[src/rtl/cfg_window_pkg.sv]
package cfg_window_pkg;

    localparam int unsigned IDX_W    = 3;
    localparam int unsigned BYTE_W   = 8;
    localparam int unsigned WORD_W   = 16;
    localparam int unsigned RA_W     = 10;

    localparam logic [IDX_W-1:0] IDX_CMD_BASE = 3'd0;
    localparam logic [IDX_W-1:0] IDX_GEN_CFG  = 3'd1;
    localparam logic [IDX_W-1:0] IDX_RA_LO    = 3'd2;
    localparam logic [IDX_W-1:0] IDX_RA_CTL   = 3'd3;
    localparam logic [IDX_W-1:0] IDX_CTL_BASE = 3'd4;
    localparam logic [IDX_W-1:0] IDX_DATA_TIM = 3'd5;
    localparam logic [IDX_W-1:0] IDX_CMD_TIM  = 3'd6;
    localparam logic [IDX_W-1:0] IDX_LAST     = IDX_CMD_TIM;

    typedef struct packed {
        logic             adv;
        logic [2:0]       spare;
        logic             bank;
        logic [IDX_W-1:0] idx;
    } ptr_t;

    typedef struct packed {
        logic [WORD_W-1:0] cmd_base;
        logic [WORD_W-1:0] ctl_base;
        logic [BYTE_W-1:0] gen_cfg;
        logic [BYTE_W-1:0] data_tim;
        logic [BYTE_W-1:0] cmd_tim;
        logic [RA_W-1:0]   ra_cnt;
        logic              ra_en;
        logic              fifo_clr;
    } bank_t;

endpackage

[src/rtl/cfg_ptr_reg.sv]
module cfg_ptr_reg
    import cfg_window_pkg::*;
(
    input  logic              clk,
    input  logic              rst_n,
    input  logic              ptr_wr,
    input  logic              data_acc,
    input  logic [BYTE_W-1:0] wdata,
    output ptr_t              ptr_o
);

    ptr_t ptr_d, ptr_q;

    always_comb begin
        ptr_d = ptr_q;
        if (ptr_wr) begin
            ptr_d = ptr_t'(wdata);
        end else if (data_acc && ptr_q.adv) begin
            if (ptr_q.idx >= IDX_LAST) ptr_d.idx = '0;
            else                       ptr_d.idx = ptr_q.idx + 1'b1;
        end
    end

    always_ff @(posedge clk) begin
        if (!rst_n) ptr_q <= '0;
        else        ptr_q <= ptr_d;
    end

    assign ptr_o = ptr_q;


    ptr_wrap_chk: assert property (@(posedge clk) disable iff (!rst_n)
        (data_acc && !ptr_wr && ptr_q.adv && ptr_q.idx == IDX_LAST) |=> (ptr_q.idx == '0));


    ptr_bank_hold_chk: assert property (@(posedge clk) disable iff (!rst_n)
        (data_acc && !ptr_wr) |=> $stable(ptr_q.bank));


    ptr_no_adv_chk: assert property (@(posedge clk) disable iff (!rst_n)
        (data_acc && !ptr_wr && !ptr_q.adv) |=> $stable(ptr_q));

endmodule

[src/rtl/cfg_bank_regs.sv]
module cfg_bank_regs
    import cfg_window_pkg::*;
#(
    parameter logic [WORD_W-1:0] CMD_BASE_RST = 16'h01F0,
    parameter logic [WORD_W-1:0] CTL_BASE_RST = 16'h03F6,
    parameter logic [BYTE_W-1:0] GEN_CFG_RST  = 8'h01,
    parameter logic [BYTE_W-1:0] DATA_TIM_RST = 8'hF5,
    parameter logic [BYTE_W-1:0] CMD_TIM_RST  = 8'hDE
) (
    input  logic              clk,
    input  logic              rst_n,
    input  logic              wr_en,
    input  logic [IDX_W-1:0]  idx,
    input  logic [WORD_W-1:0] wdata,
    output bank_t             bank_o
);

    localparam int unsigned RA_HI_W = RA_W - BYTE_W;

    bank_t bank_d, bank_q;

    always_comb begin
        bank_d          = bank_q;
        bank_d.fifo_clr = 1'b0;
        if (wr_en) begin
            case (idx)
                IDX_CMD_BASE: bank_d.cmd_base = wdata;
                IDX_GEN_CFG:  bank_d.gen_cfg  = wdata[BYTE_W-1:0];
                IDX_RA_LO:    bank_d.ra_cnt[BYTE_W-1:0] = wdata[BYTE_W-1:0];
                IDX_RA_CTL: begin
                    bank_d.ra_cnt[RA_W-1:BYTE_W] = wdata[RA_HI_W-1:0];
                    bank_d.ra_en    = wdata[7];
                    bank_d.fifo_clr = wdata[6];
                end
                IDX_CTL_BASE: bank_d.ctl_base = wdata;
                IDX_DATA_TIM: bank_d.data_tim = wdata[BYTE_W-1:0];
                IDX_CMD_TIM:  bank_d.cmd_tim  = wdata[BYTE_W-1:0];
                default: ;
            endcase
        end
    end

    always_ff @(posedge clk) begin
        if (!rst_n) begin
            bank_q.cmd_base <= CMD_BASE_RST;
            bank_q.ctl_base <= CTL_BASE_RST;
            bank_q.gen_cfg  <= GEN_CFG_RST;
            bank_q.data_tim <= DATA_TIM_RST;
            bank_q.cmd_tim  <= CMD_TIM_RST;
            bank_q.ra_cnt   <= '0;
            bank_q.ra_en    <= 1'b0;
            bank_q.fifo_clr <= 1'b0;
        end else begin
            bank_q <= bank_d;
        end
    end

    assign bank_o = bank_q;


    fifo_pulse_src_chk: assert property (@(posedge clk) disable iff (!rst_n)
        bank_q.fifo_clr |-> $past(wr_en && idx == IDX_RA_CTL && wdata[6]));


    idx7_ignore_chk: assert property (@(posedge clk) disable iff (!rst_n)
        (wr_en && idx == 3'd7) |=> $stable({bank_q.cmd_base, bank_q.ctl_base, bank_q.gen_cfg,
            bank_q.data_tim, bank_q.cmd_tim, bank_q.ra_cnt, bank_q.ra_en}));


    ra_lo_keep_hi_chk: assert property (@(posedge clk) disable iff (!rst_n)
        (wr_en && idx == IDX_RA_LO) |=>
            (bank_q.ra_cnt[RA_W-1:BYTE_W] == $past(bank_q.ra_cnt[RA_W-1:BYTE_W]))
            && (bank_q.ra_cnt[BYTE_W-1:0] == $past(wdata[BYTE_W-1:0])));

endmodule

[src/rtl/cfg_read_mux.sv]
module cfg_read_mux
    import cfg_window_pkg::*;
#(
    parameter int unsigned NBANK = 2
) (
    input  logic              clk,
    input  logic              rst_n,
    input  logic              sel_ptr,
    input  ptr_t              ptr,
    input  bank_t             banks [NBANK],
    output logic [WORD_W-1:0] rdata
);

    bank_t cur;

    always_comb begin
        cur   = banks[ptr.bank];
        rdata = '0;
        if (sel_ptr) begin
            rdata = {{(WORD_W-BYTE_W){1'b0}}, ptr};
        end else begin
            case (ptr.idx)
                IDX_CMD_BASE: rdata = cur.cmd_base;
                IDX_GEN_CFG:  rdata = {{(WORD_W-BYTE_W){1'b0}}, cur.gen_cfg};
                IDX_CTL_BASE: rdata = cur.ctl_base;
                IDX_DATA_TIM: rdata = {{(WORD_W-BYTE_W){1'b0}}, cur.data_tim};
                IDX_CMD_TIM:  rdata = {{(WORD_W-BYTE_W){1'b0}}, cur.cmd_tim};
                default:      rdata = '0;
            endcase
        end
    end


    wo_read_zero_chk: assert property (@(posedge clk) disable iff (!rst_n)
        (!sel_ptr && (ptr.idx == IDX_RA_LO || ptr.idx == IDX_RA_CTL || ptr.idx == 3'd7))
            |-> (rdata == '0));


    ptr_read_hi_zero_chk: assert property (@(posedge clk) disable iff (!rst_n)
        sel_ptr |-> (rdata[WORD_W-1:BYTE_W] == '0));

endmodule

[src/rtl/cfg_window_port.sv]
module cfg_window_port
    import cfg_window_pkg::*;
#(
    parameter logic [15:0] PRI_CMD_BASE = 16'h01F0,
    parameter logic [15:0] SEC_CMD_BASE = 16'h0170,
    parameter logic [15:0] PRI_CTL_BASE = 16'h03F6,
    parameter logic [15:0] SEC_CTL_BASE = 16'h0376,
    parameter logic [7:0]  GEN_CFG_RST  = 8'h01,
    parameter logic [7:0]  DATA_TIM_RST = 8'hF5,
    parameter logic [7:0]  CMD_TIM_RST  = 8'hDE
) (
    input  logic        clk,
    input  logic        rst_n,
    input  logic        host_sel,
    input  logic        host_wr,
    input  logic        host_rd,
    input  logic [15:0] host_wdata,
    output logic [15:0] host_rdata,
    output logic [31:0] cmd_base_o,
    output logic [31:0] ctl_base_o,
    output logic [15:0] gen_cfg_o,
    output logic [1:0]  dma_en_o,
    output logic [1:0]  drv_rst_o,
    output logic [1:0]  irq_low_o,
    output logic [1:0]  io_en_o,
    output logic [15:0] data_tim_o,
    output logic [15:0] cmd_tim_o,
    output logic [19:0] ra_count_o,
    output logic [1:0]  ra_en_o,
    output logic [1:0]  fifo_clr_o
);

    localparam int unsigned NBANK = 2;

    ptr_t  ptr;
    bank_t banks [NBANK];
    logic  ptr_wr, data_acc, data_wr;

    assign ptr_wr   = host_sel && host_wr;
    assign data_wr  = !host_sel && host_wr;
    assign data_acc = !host_sel && (host_wr || host_rd);

    cfg_ptr_reg u_ptr (
        .clk      (clk),
        .rst_n    (rst_n),
        .ptr_wr   (ptr_wr),
        .data_acc (data_acc),
        .wdata    (host_wdata[BYTE_W-1:0]),
        .ptr_o    (ptr)
    );

    for (genvar b = 0; b < NBANK; b++) begin : g_bank
        cfg_bank_regs #(
            .CMD_BASE_RST (b == 0 ? PRI_CMD_BASE : SEC_CMD_BASE),
            .CTL_BASE_RST (b == 0 ? PRI_CTL_BASE : SEC_CTL_BASE),
            .GEN_CFG_RST  (GEN_CFG_RST),
            .DATA_TIM_RST (DATA_TIM_RST),
            .CMD_TIM_RST  (CMD_TIM_RST)
        ) u_bank (
            .clk    (clk),
            .rst_n  (rst_n),
            .wr_en  (data_wr && (ptr.bank == 1'(b))),
            .idx    (ptr.idx),
            .wdata  (host_wdata),
            .bank_o (banks[b])
        );

        assign cmd_base_o[b*WORD_W +: WORD_W] = banks[b].cmd_base;
        assign ctl_base_o[b*WORD_W +: WORD_W] = banks[b].ctl_base;
        assign gen_cfg_o[b*BYTE_W +: BYTE_W]  = banks[b].gen_cfg;
        assign data_tim_o[b*BYTE_W +: BYTE_W] = banks[b].data_tim;
        assign cmd_tim_o[b*BYTE_W +: BYTE_W]  = banks[b].cmd_tim;
        assign ra_count_o[b*RA_W +: RA_W]     = banks[b].ra_cnt;
        assign ra_en_o[b]    = banks[b].ra_en;
        assign fifo_clr_o[b] = banks[b].fifo_clr;
        assign dma_en_o[b]   = banks[b].gen_cfg[7];
        assign drv_rst_o[b]  = banks[b].gen_cfg[6];
        assign irq_low_o[b]  = banks[b].gen_cfg[3];
        assign io_en_o[b]    = banks[b].gen_cfg[0];
    end

    cfg_read_mux #(.NBANK(NBANK)) u_rmux (
        .clk     (clk),
        .rst_n   (rst_n),
        .sel_ptr (host_sel),
        .ptr     (ptr),
        .banks   (banks),
        .rdata   (host_rdata)
    );


    one_access_chk: assert property (@(posedge clk) disable iff (!rst_n)
        !(host_wr && host_rd));


    fifo_one_cycle_chk: assert property (@(posedge clk) disable iff (!rst_n)
        (|fifo_clr_o && !(data_wr && ptr.idx == IDX_RA_CTL)) |=> (fifo_clr_o == 2'b00));

endmodule

[config.mk]
export PLATFORM = sky130hd
export DESIGN_NAME = cfg_window_port
export DESIGN_NICKNAME = d
export VERILOG_FILES = /design/src/rtl/cfg_window_pkg.sv /design/src/rtl/cfg_ptr_reg.sv /design/src/rtl/cfg_bank_regs.sv /design/src/rtl/cfg_read_mux.sv /design/src/rtl/cfg_window_port.sv
export SDC_FILE = /design/constraint.sdc
export NUM_CORES = 1
export LEC_CHECK = 0
export BUFFER_PORTS_ARGS = -buffer_cell sky130_fd_sc_hd__buf_4
export CAP_MARGIN = 20
export CORE_UTILIZATION = 47
export DETAILED_ROUTE_END_ITERATION = 7
export MAX_ROUTING_LAYER = met4
export PLACE_DENSITY = 0.76
export SYNTH_ARGS = -nofsm -noshare
export SYNTH_HDL_FRONTEND = slang
export SYNTH_SLANG_ARGS = --single-unit
[constraint.sdc]
create_clock -name clk -period 1.93 [get_ports clk]
set_input_delay 0.386 -clock clk [delete_from_list [all_inputs] [get_ports clk]]
set_output_delay 0.386 -clock clk [all_outputs]
set_load 0.02 [all_outputs]
After elaboration in Yosys (flattened, before gate mapping)
Cells that the tools add are included.
{"block": "classes", "addsub": 1, "magnitude_cmp": 2, "eq_ne": 6, "mux": 8, "bitwise": 2, "reduce_logical": 26}
{"operator": "$mux W68", "count": 3}
{"operator": "$pmux W16 S5", "count": 1}
{"operator": "$reduce_and A2 Y1", "count": 14}
{"operator": "$mux W16", "count": 1}
{"operator": "$eq A3 B3 Y1 const B", "count": 3}
{"operator": "$mux W3", "count": 3}
{"operator": "$eq A3 B2 Y1 const B", "count": 2}
{"operator": "$logic_and A1 B1 Y1", "count": 6}
{"operator": "$reduce_and A3 Y1", "count": 2}
{"operator": "$add A3 B1 Y3 const B", "count": 1}
{"operator": "$eq A3 B1 Y1 const B", "count": 1}
{"operator": "$ge A3 B3 Y1 const B", "count": 1}
{"operator": "$logic_not A3 Y1", "count": 1}
{"operator": "$ge A2 B2 Y1 const B", "count": 1}
{"operator": "$not A1 Y2", "count": 1}
{"operator": "$reduce_bool A2 Y1", "count": 1}
{"operator": "$logic_not A1 Y1", "count": 1}
{"operator": "$logic_or A1 B1 Y1", "count": 1}
{"operator": "$not A1 Y1", "count": 1}
{"block": "totals", "register_bits": 144, "in_bits": 21, "output_inout_bits": 160, "wordCells": 67}

Depth between registers and ports, before layout
Gate-level depths: netlist of run 1.
{"block": "depth", "ltp_word": 6, "depth_mapped": 9, "depth_no_buf": 6}

Hierarchy
Synthesis of run 1 repeated with hierarchy kept, for this count alone.
{"block": "hier_totals", "hier_cells": 696, "area_unflattened_um2": 6835.3}
{"mod": "cfg_bank_regs at g_bank[0].u_bank", "instances": 1, "cells_per_inst": 253, "area_per_inst_um2": 2641.3, "seq_area_each_um2": 1361.3}
{"mod": "cfg_bank_regs at g_bank[1].u_bank", "instances": 1, "cells_per_inst": 253, "area_per_inst_um2": 2636.3, "seq_area_each_um2": 1361.3}
{"mod": "cfg_read_mux", "instances": 1, "cells_per_inst": 141, "area_per_inst_um2": 1077.3, "seq_area_each_um2": 0.0}
{"mod": "cfg_ptr_reg", "instances": 1, "cells_per_inst": 37, "area_per_inst_um2": 381.6, "seq_area_each_um2": 160.2}
{"mod": "cfg_window_port", "instances": 1, "cells_per_inst": 12, "area_per_inst_um2": 98.8, "seq_area_each_um2": 0.0}

Worst setup path before layout of run 1
OpenSTA, ideal clock, no wires.
{"block": "synth_path", "path_kind": "register -> output", "startpoint": "register u_ptr.ptr_q, in the netlist u_ptr.ptr_o[0]", "endpoint": "output host_rdata[3]", "arrival_ns": 1.871, "required_ns": 1.544, "slack_ns": -0.327, "stages_incl_launch_ff": 9, "n_path_buf": 3, "cell_sequence": "dfxtp_1 ha_1 clkbuf_1 nand2b_1 buf_2 clkbuf_1 o22ai_1 nor3_1 o21ai_0"}
{"block": "synth_between", "elab_chain_cells": 3, "elab_cells_between_ends": 7, "classes_between": "4 x eq/ne; 2 x mux; 1 x reduce/logical"}
{"element": "start: declaration", "line": "cfg_ptr_reg.sv:12", "text": "ptr_t ptr_d, ptr_q;"}
{"element": "start signal: assignment", "line": "cfg_ptr_reg.sv:26", "text": "else ptr_q <= ptr_d;"}
{"element": "$eq A3 B3 Y1 (tied with other cells)", "line": "cfg_read_mux.sv:22", "text": "case (ptr.idx)"}
{"element": "$pmux W16 S5 (*)", "line": "cfg_read_mux.sv:22"}
{"element": "$mux W16 (*)", "line": "cfg_read_mux.sv:19", "text": "if (sel_ptr) begin"}
{"element": "end: declaration", "line": "cfg_window_port.sv:18", "text": "output logic [15:0] host_rdata,"}
Mark *: on every way between the ends. The rest lies on a longest branch, timed or not.

Worst setup path after layout of run 1
{"block": "layout_path", "startpoint": "register u_ptr.ptr_q, in the netlist u_ptr.ptr_o[3]", "endpoint": "output host_rdata[7]"}
{"block": "layout_between", "elab_chain_cells": 6}
{"element": "$not A1 Y2 (implied by the code)", "line": "cfg_read_mux.sv:17", "text": "cur = banks[ptr.bank];"}
{"element": "$mux W68 (implied by the code) (3 in series)", "line": "cfg_read_mux.sv:17"}
{"element": "$pmux W16 S5", "line": "cfg_read_mux.sv:22"}
{"element": "$mux W16", "line": "cfg_read_mux.sv:19"}
No other way between the ends. The select of a mux whose other input is x is not followed.

==> metrics.md, run 1 <==
| Metric | Value |
|---|---|
| Outcome | complete, but fails checks |
| Number of diodes | 0 |
| Xor/xnor share of the synthesized area | 0% |
| CTS Buf Count | 17 |
| Post-CTS Hold Fix Bufs | 0 |
| Gr ovfl total | 0 |
| Final min period | 2.326 ns |
| Clk_lat worst skew | between 0.4 and 0.5 ns |
| Final Net Count | ~1.0k |
| Switching share of power | about 25% |
| Mux cell area share after synthesis | a little over a tenth |
| Ys flop type | dfxtp_1 |
| CP max FO | 6 |
| Hold slack | 0.2063 ns |
| H-tree level count | 4 |
| Top delay family on crit path | compound AO/OA/AOI/OAI gates |
| Clock power share | between 40 and 50% |
| Worst Path Buf+Inv | 2 |
| Max_cap viols | 0 |
| Routed WL | between 20000 and 25000 microns |
| Reg clk slew, reported paths | around 0.06 ns |
| CTS root buffer | clkbuf_16 |
| All-Layer GR Usage | around 32% |
| Fill count | between 1k and 1.5k |
| 1st-iter DRT viols | 663 |
| P_sw | slightly below 2 mW |
| Input/output buffers | between 150 and 200 |
| CTS tree | built |
| Maximum number of pins on one net before global-route repair | 71 |
| Vias in the first global route | 6111 |
| Area growth syn-to-layout | 45.11% |
| CTS sink cnt | between 100 and 150 |
| IO Pins | between 150 and 200 |
| Number of flops mapped to enable cells by yosys | 0 |
| Achievable Freq | approximately 430 MHz |
| Worst EP required | 1.54 ns |
| Post-Synth Adder-Cell Area | 0.9526% |
| CP most frequent cell | buf_6 |
| Synthesized cell area | 0.006568 sq mm |
| Kind of critical path | reg -> out |
| Syn Inst Count | between 700 and 800 |
| Post-synth cell types | 39 |
| DR DRC count | 0 |
| Final setup fails | 16 |
| Synth warn | 0 |
| Layout Skew | ~0.0072 ns |
| WL/cell | between 15 and 20 microns |
| RSZ-0062 raised after global routing | yes |
| Post-Syn Area per Cell | slightly above 8 sq um |
| Vias | 6553 |
| Worst Tran Pin Value | around 0.54 ns |
| Initial antenna violation count | 0 |
| Yosys reg bits | between 100 and 150 |
| Initial core utilization | 48.82% |
| Synth cell count leaders | nand2_1 (249), dfxtp_1 (144), mux2i_1 (69), a21boi_0 (65), nand3_1 (65) |
| Endpoints failing hold | 0 |
| Synth top area share | ~44% |
| Relative slew slack | ~64% |
| Fin Setup TNS | -5.384 ns |
| Post-DP HPWL | between 15000 and 20000 microns |
| Row count | 42 |
| Synth Area in Simple Gates | between 20 and 30% |
| CP max stage delay | ~0.43 ns |
| Startpoint Class | flip-flop |
| Post-synth ARST share | 0% |
| Fraction of layout cells with a size suffix above 1 | 34.33% |
| Die extent in x | approximately 120 microns |
| Synth area leader | dfxtp_1 |
| Leak | 3.953 nW |
| Fin worst setup slack | -0.3957 ns |
| Failing checks | negative setup slack |
| Synth Area in Compound Gates | 13.35% |
| Power per cell area | between 800 and 900 mW/mm^2 |
| Largest cells by area after synthesis | dfxtp_1 (44%), nand2_1 (14%), mux2i_1 (11%) |
| Max-slew violations | 0 |
| Critical path arrival | approximately 1.9 ns |
| DIE AREA | around 0.014 sq mm |
| Peak supply drop | 0.6593 mV |
| Max Buffers Root-to-Sink | 2 |
| Mean number of vias per cell | between 5 and 6 |
| Flop pwr share | about 40% |
| First-pass GRT wire length | 34210 microns |
| Internal power | about 5.7 mW |
| Routed Antenna Nets | 0 |
| Register area share after synthesis | 43.89% |
| Worst-path cell with the longest stage delay | dfxtp_4 |
| Core area | between 0.01 and 0.015 sq mm |
| Tcrit/Tclk final | 120.5% |
| Critical path endpoint category | output port |
| Power consumption | about 7.7 mW |
| Comb power frac | 14.2% |
| Largest family of logic cells by synthesized area | simple AND/OR/NAND/NOR gates |
| Worst hold-check path type | in -> reg |
| Worst slack, placed | -0.1481 ns |
| GP Congestion | ~0.90 |
| Die span in y | between 100 and 150 microns |
| Top-count cell post-synth | nand2_1 |
| Pre-antenna DRT Iters | 7 |
| Syn Nets | approximately 800 |
| Worst-path cell chain | buf_6 -> mux2i_1 -> o22ai_1 -> a211oi_2 -> o21ai_4 -> buf_6 |
registers in the layout (all words and copies together), names as in the netlist:
register              count
g_bank.u_bank.bank_o    136
u_ptr.ptr_o               8
cell usage in the layout (no fill, tap or decap), types with 6 or more instances in the layout:
cell / n
nand2_1: 247
mux2i_1: 62
o21ai_0: 10
o22ai_1: 10
a21boi_1: 8
clkbuf_16: 18
o22a_1: 7
nand3_1: 64
dfxtp_1: 140
a21boi_0: 65
o21ai_2: 7
buf_4: 204
buf_12: 9
nor2_1: 13
nor2_4: 14
buf_6: 26
nor3_2: 6
nor2b_1: 17
metal layers:
layer	up-vias	GRT usage [%]	part of all wire [%]
li1	3067	-	-
met1	3072	39.03	40
met2	355	49.86	47
met3	59	8.632	9.0
met4	0	13.81	3.3
met5	-	-	0
through the flow:
step,utilization [%],cells,cell area [sq um]
global placement,62.66,1138,8429
finish,70.84,1178,9530
global route,70.84,1178,9530
floorplan,-,793,6744
detailed placement,62.66,1138,8429
CTS,70.08,1175,9428
worst min-delay path: stages:
cell and delay, ns:
buf_4 0.10, nand2_1 0.05, nand3_1 0.06
power by group through the flow:
stage	Clock [mW]	Sequential (mW)	Combinational [mW]
2_1_floorplan	0	3.17	0.545
3_3_place_gp	0	3.14	0.916
3_5_place_dp	0	3.14	0.923
4_1_cts	3.51	3.07	1.04
5_1_grt	3.68	3.08	1.14
6_report	3.50	3.07	1.09
cell families (layout without fill, tap and decap cells):
logic type | after synthesis | in the layout
buf+inv | 69 | 276
simple gates | 381 | 382
flops | 144 | 144
compound gates | 124 | 125
mux | 70 | 70
fa+ha+maj | 5 | 5
area by class of cell:
class | instances | area, sq um | share of cell area [%]
multi-input combinational | 582 | 3729 | 39.12
sequential | 144 | 2895 | 30.38
timing repair buffer | 241 | 2034 | 21.35
clock buffer | 23 | 509.2 | 5.343
tap | 176 | 220.2 | 2.311
clock inverter | 9 | 126.4 | 1.326
inverter | 3 | 16.27 | 0.1707
what timing repair did:
action | in CTS | in global routing
pin swaps | 20 | 24
resized for setup | 67 | 20
gates cloned | 2 | 1
buffers inserted | 5 | 3
endpoints found under the setup margin | 16 | 58
worst paths after layout:
| path | from | endpoint | slack (ns) | depth (start not counted) |
|---|---|---|---|---|
| hold / removal | host_wdata[8] | g_bank[0].u_bank.bank_o[44]$_SDFFE_PN1P_ | 0.21 | 3 |
| setup / recovery | u_ptr.ptr_o[3]$_SDFFE_PN0P_ | host_rdata[7] | -0.40 | 6 |
| hold reg to reg | g_bank[1].u_bank.bank_o[11]$_SDFFE_PN0P_ | g_bank[1].u_bank.bank_o[11]$_SDFFE_PN0P_ | 0.46 | 2 |
| setup reg to reg | u_ptr.ptr_o[3]$_SDFFE_PN0P_ | g_bank[0].u_bank.bank_o[29]$_SDFFE_PN0P_ | 0.03 | 7 |
No activity file was read; power rests on OpenSTA's default activity.
==> run 2, diff against run 1 <==
- CTS_CLUSTER_SIZE: default -> 16
- SKIP_LAST_GASP: default -> 1
==> run 2 against run 1 <==
  * The flow still finishes with violations (negative setup slack)
  * Power about the same
  * Critical path depth grew 1
  * Non-clock buffer count increased by 1
==> metrics.md, run 2 (same netlist as run 1, synthesis figures left out) <==
| Metric | Value |
|---|---|
| Vias in the first global route | a little over 6k |
| CP most frequent cell | buf_6 |
| Routed WL | 22740 microns |
| Switching share of power | between 20 and 30% |
| Worst Tran Pin Value | 0.5419 ns |
| Die span in y | roughly 120 microns |
| Vias | between 6k and 7k |
| Pre-antenna DRT Iters | 5 |
| Final Net Count | just over 1k |
| Comb power frac | about 14% |
| Core area | roughly 0.013 sq mm |
| Achievable Freq | 425.6 MHz |
| Worst EP required | between 1.5 and 2 ns |
| Initial antenna violation count | 0 |
| First-pass GRT wire length | about 34000 microns |
| Endpoints failing hold | 0 |
| Tcrit/Tclk final | 121.7% |
| Post-DP HPWL | 15020 microns |
| CTS Buf Count | 17 |
| Worst slack, placed | -0.1481 ns |
| Critical path arrival | slightly below 2 ns |
| Post-CTS Hold Fix Bufs | 0 |
| Die extent in x | 120.2 microns |
| Layout Skew | about 0.013 ns |
| Reg clk slew, reported paths | ~0.060 ns |
| Power consumption | around 7.7 mW |
| Max-slew violations | 0 |
| P_sw | 1.948 mW |
| Routed Antenna Nets | 0 |
| Fin worst setup slack | -0.4196 ns |
| Worst hold-check path type | in -> reg |
| Worst Path Buf+Inv | 3 |
| DIE AREA | approximately 0.014 sq mm |
| Highest-count cells in the layout ignoring fill and taps | nand2_1 (247), buf_4 (209), dfxtp_1 (140) |
| CTS root buffer | clkbuf_16 |
| CTS tree | built |
| CTS sink cnt | 144 |
| Flop pwr share | between 40% and 50% |
| RSZ-0062 raised after global routing | yes |
| Hold path start | host_wdata[8] |
| Number of diodes | 0 |
| Most common cell after layout, fill and taps aside | nand2_1 |
| Max Buffers Root-to-Sink | 2 |
| Fraction of layout cells with a size suffix above 1 | about a third |
| Crit Reg-Reg Endpoint | g_bank[0].u_bank.bank_o[29]$_SDFFE_PN0P_ |
| Startpoint Class | flip-flop |
| Worst Hold Depth | 3 |
| WL/cell | slightly below 20 microns |
| Clock power share | 45.6% |
| CP max stage delay | roughly 0.42 ns |
| Top delay family on crit path | compound AO/OA/AOI/OAI gates |
| R2R depth | 7 |
| 1st-iter DRT viols | roughly 670 |
| Worst-path cell chain | buf_6 -> buf_4 -> mux2i_1 -> o22ai_1 -> a211oi_2 -> o21ai_4 -> buf_6 |
| GP Congestion | 0.9026 |
| Power per cell area | 804.0 mW/mm^2 |
| Final min period | 2.350 ns |
| Gr ovfl total | 0 |
| Kind of critical path | reg -> out |
| IO Pins | 181 |
| Fill count | 1048 |
| Internal power | roughly 5.7 mW |
| FF-to-FF Start | u_ptr.ptr_o[3]$_SDFFE_PN0P_ |
| DR DRC count | 0 |
| Final setup fails | 16 |
| Leak | around 4.0 nW |
| Number of flip-flops in the largest register | 136 |
| Max_cap viols | 0 |
| Input/output buffers | 180 |
| Area growth syn-to-layout | 45.25% |
| Maximum number of pins on one net before global-route repair | 71 |
| Initial core utilization | 48.82% |
| Clk_lat worst skew | 0.43 ns |
| All-Layer GR Usage | between 30% and 40% |
| Worst-path cell with the longest stage delay | dfxtp_4 |
| Outcome | complete, but fails checks |
| Mean number of vias per cell | ~5.6 |
| H-tree level count | 4 |
| Flop2flop setup slack | ~0.030 ns |
| Worst hold endpoint | g_bank[0].u_bank.bank_o[60]$_SDFFE_PN1P_ |
| Relative slew slack | a little under two thirds |
| Peak supply drop | about 0.64 mV |
| CP max FO | 6 |
| Row count | 42 |
| Failing checks | negative setup slack |
| Critical path endpoint category | output port |
## run 2: cell types whose count changed in the layout (fill, tap and decap cells not counted), sizes merged
cell	change
buf	+1
## run 2: how the worst max path moves through the flow
| stage | end | startpoint | cells past startpoint | slack (ns) |
|---|---|---|---|---|
| global route | host_rdata[4] | u_ptr.ptr_o[3]$_SDFFE_PN0P_ | 7 | -0.46 |
| global placement | host_rdata[4] | u_ptr.ptr_o[1]$_SDFFE_PN0P_ | 7 | -0.13 |
| detailed placement | host_rdata[4] | u_ptr.ptr_o[1]$_SDFFE_PN0P_ | 7 | -0.15 |
| floorplan | host_rdata[4] | u_ptr.ptr_o[0]$_SDFFE_PN0P_ | 9 | 0.02 |
| CTS | host_rdata[4] | u_ptr.ptr_o[3]$_SDFFE_PN0P_ | 7 | -0.39 |
| finish | host_rdata[7] | u_ptr.ptr_o[3]$_SDFFE_PN0P_ | 7 | -0.42 |
## run 2: area by class of cell
type                            instances  area [sq um]  share of cell area [%]
Clock buffer                           23         509.2                   5.338
Clock inverter                          9         126.4                   1.325
Inverter                                3         16.27                  0.1705
Multi-Input combinational cell        582          3754                   39.35
Sequential cell                       144          2895                   30.35
Tap cell                              176         220.2                   2.308
Timing Repair Buffer                  242          2018                   21.16
## run 2: what timing repair did
action	in CTS	in global routing
cloned	2	1
resized for setup	60	29
setup buffers	5	6
pin swaps	20	23
setup endpoints to repair	16	58
## run 2: worst min-delay path, delay by kind of cell
family                 cells  cell delay (ns)
and+or+nand+nor            2             0.11
buffers and inverters      1             0.10
## run 2: routing by layer
metal	share of wire (%)	global-route usage (%)
met2	47	49.57
met5	0	-
met4	2.9	14.04
met3	8.7	8.443
met1	41	39.12
## run 2: power groups by stage
| stage | clock [mW] | sequential [mW] | combinational (mW) |
|---|---|---|---|
| after global placement | 0 | 3.14 | 0.916 |
| after floorplan | 0 | 3.17 | 0.545 |
| after CTS | 3.51 | 3.07 | 1.03 |
| after detailed placement | 0 | 3.14 | 0.923 |
| final | 3.50 | 3.08 | 1.09 |
| after global routing | 3.68 | 3.08 | 1.14 |
## run 2: through the flow
stage / setup TNS (ns) / hold WS (ns) / utilization, % / instances / cell area (sq um)
floorplan: 0 / 0.4437 / - / 793 / 6744
global placement: -0.4425 / 0.4562 / 62.66 / 1138 / 8429
detailed placement: -0.5988 / 0.4587 / 62.66 / 1138 / 8429
CTS: -5.374 / 0.1995 / 69.88 / 1175 / 9400
global route: -6.257 / 0.2100 / 70.91 / 1179 / 9539
finish: -5.320 / 0.2049 / 70.91 / 1179 / 9539
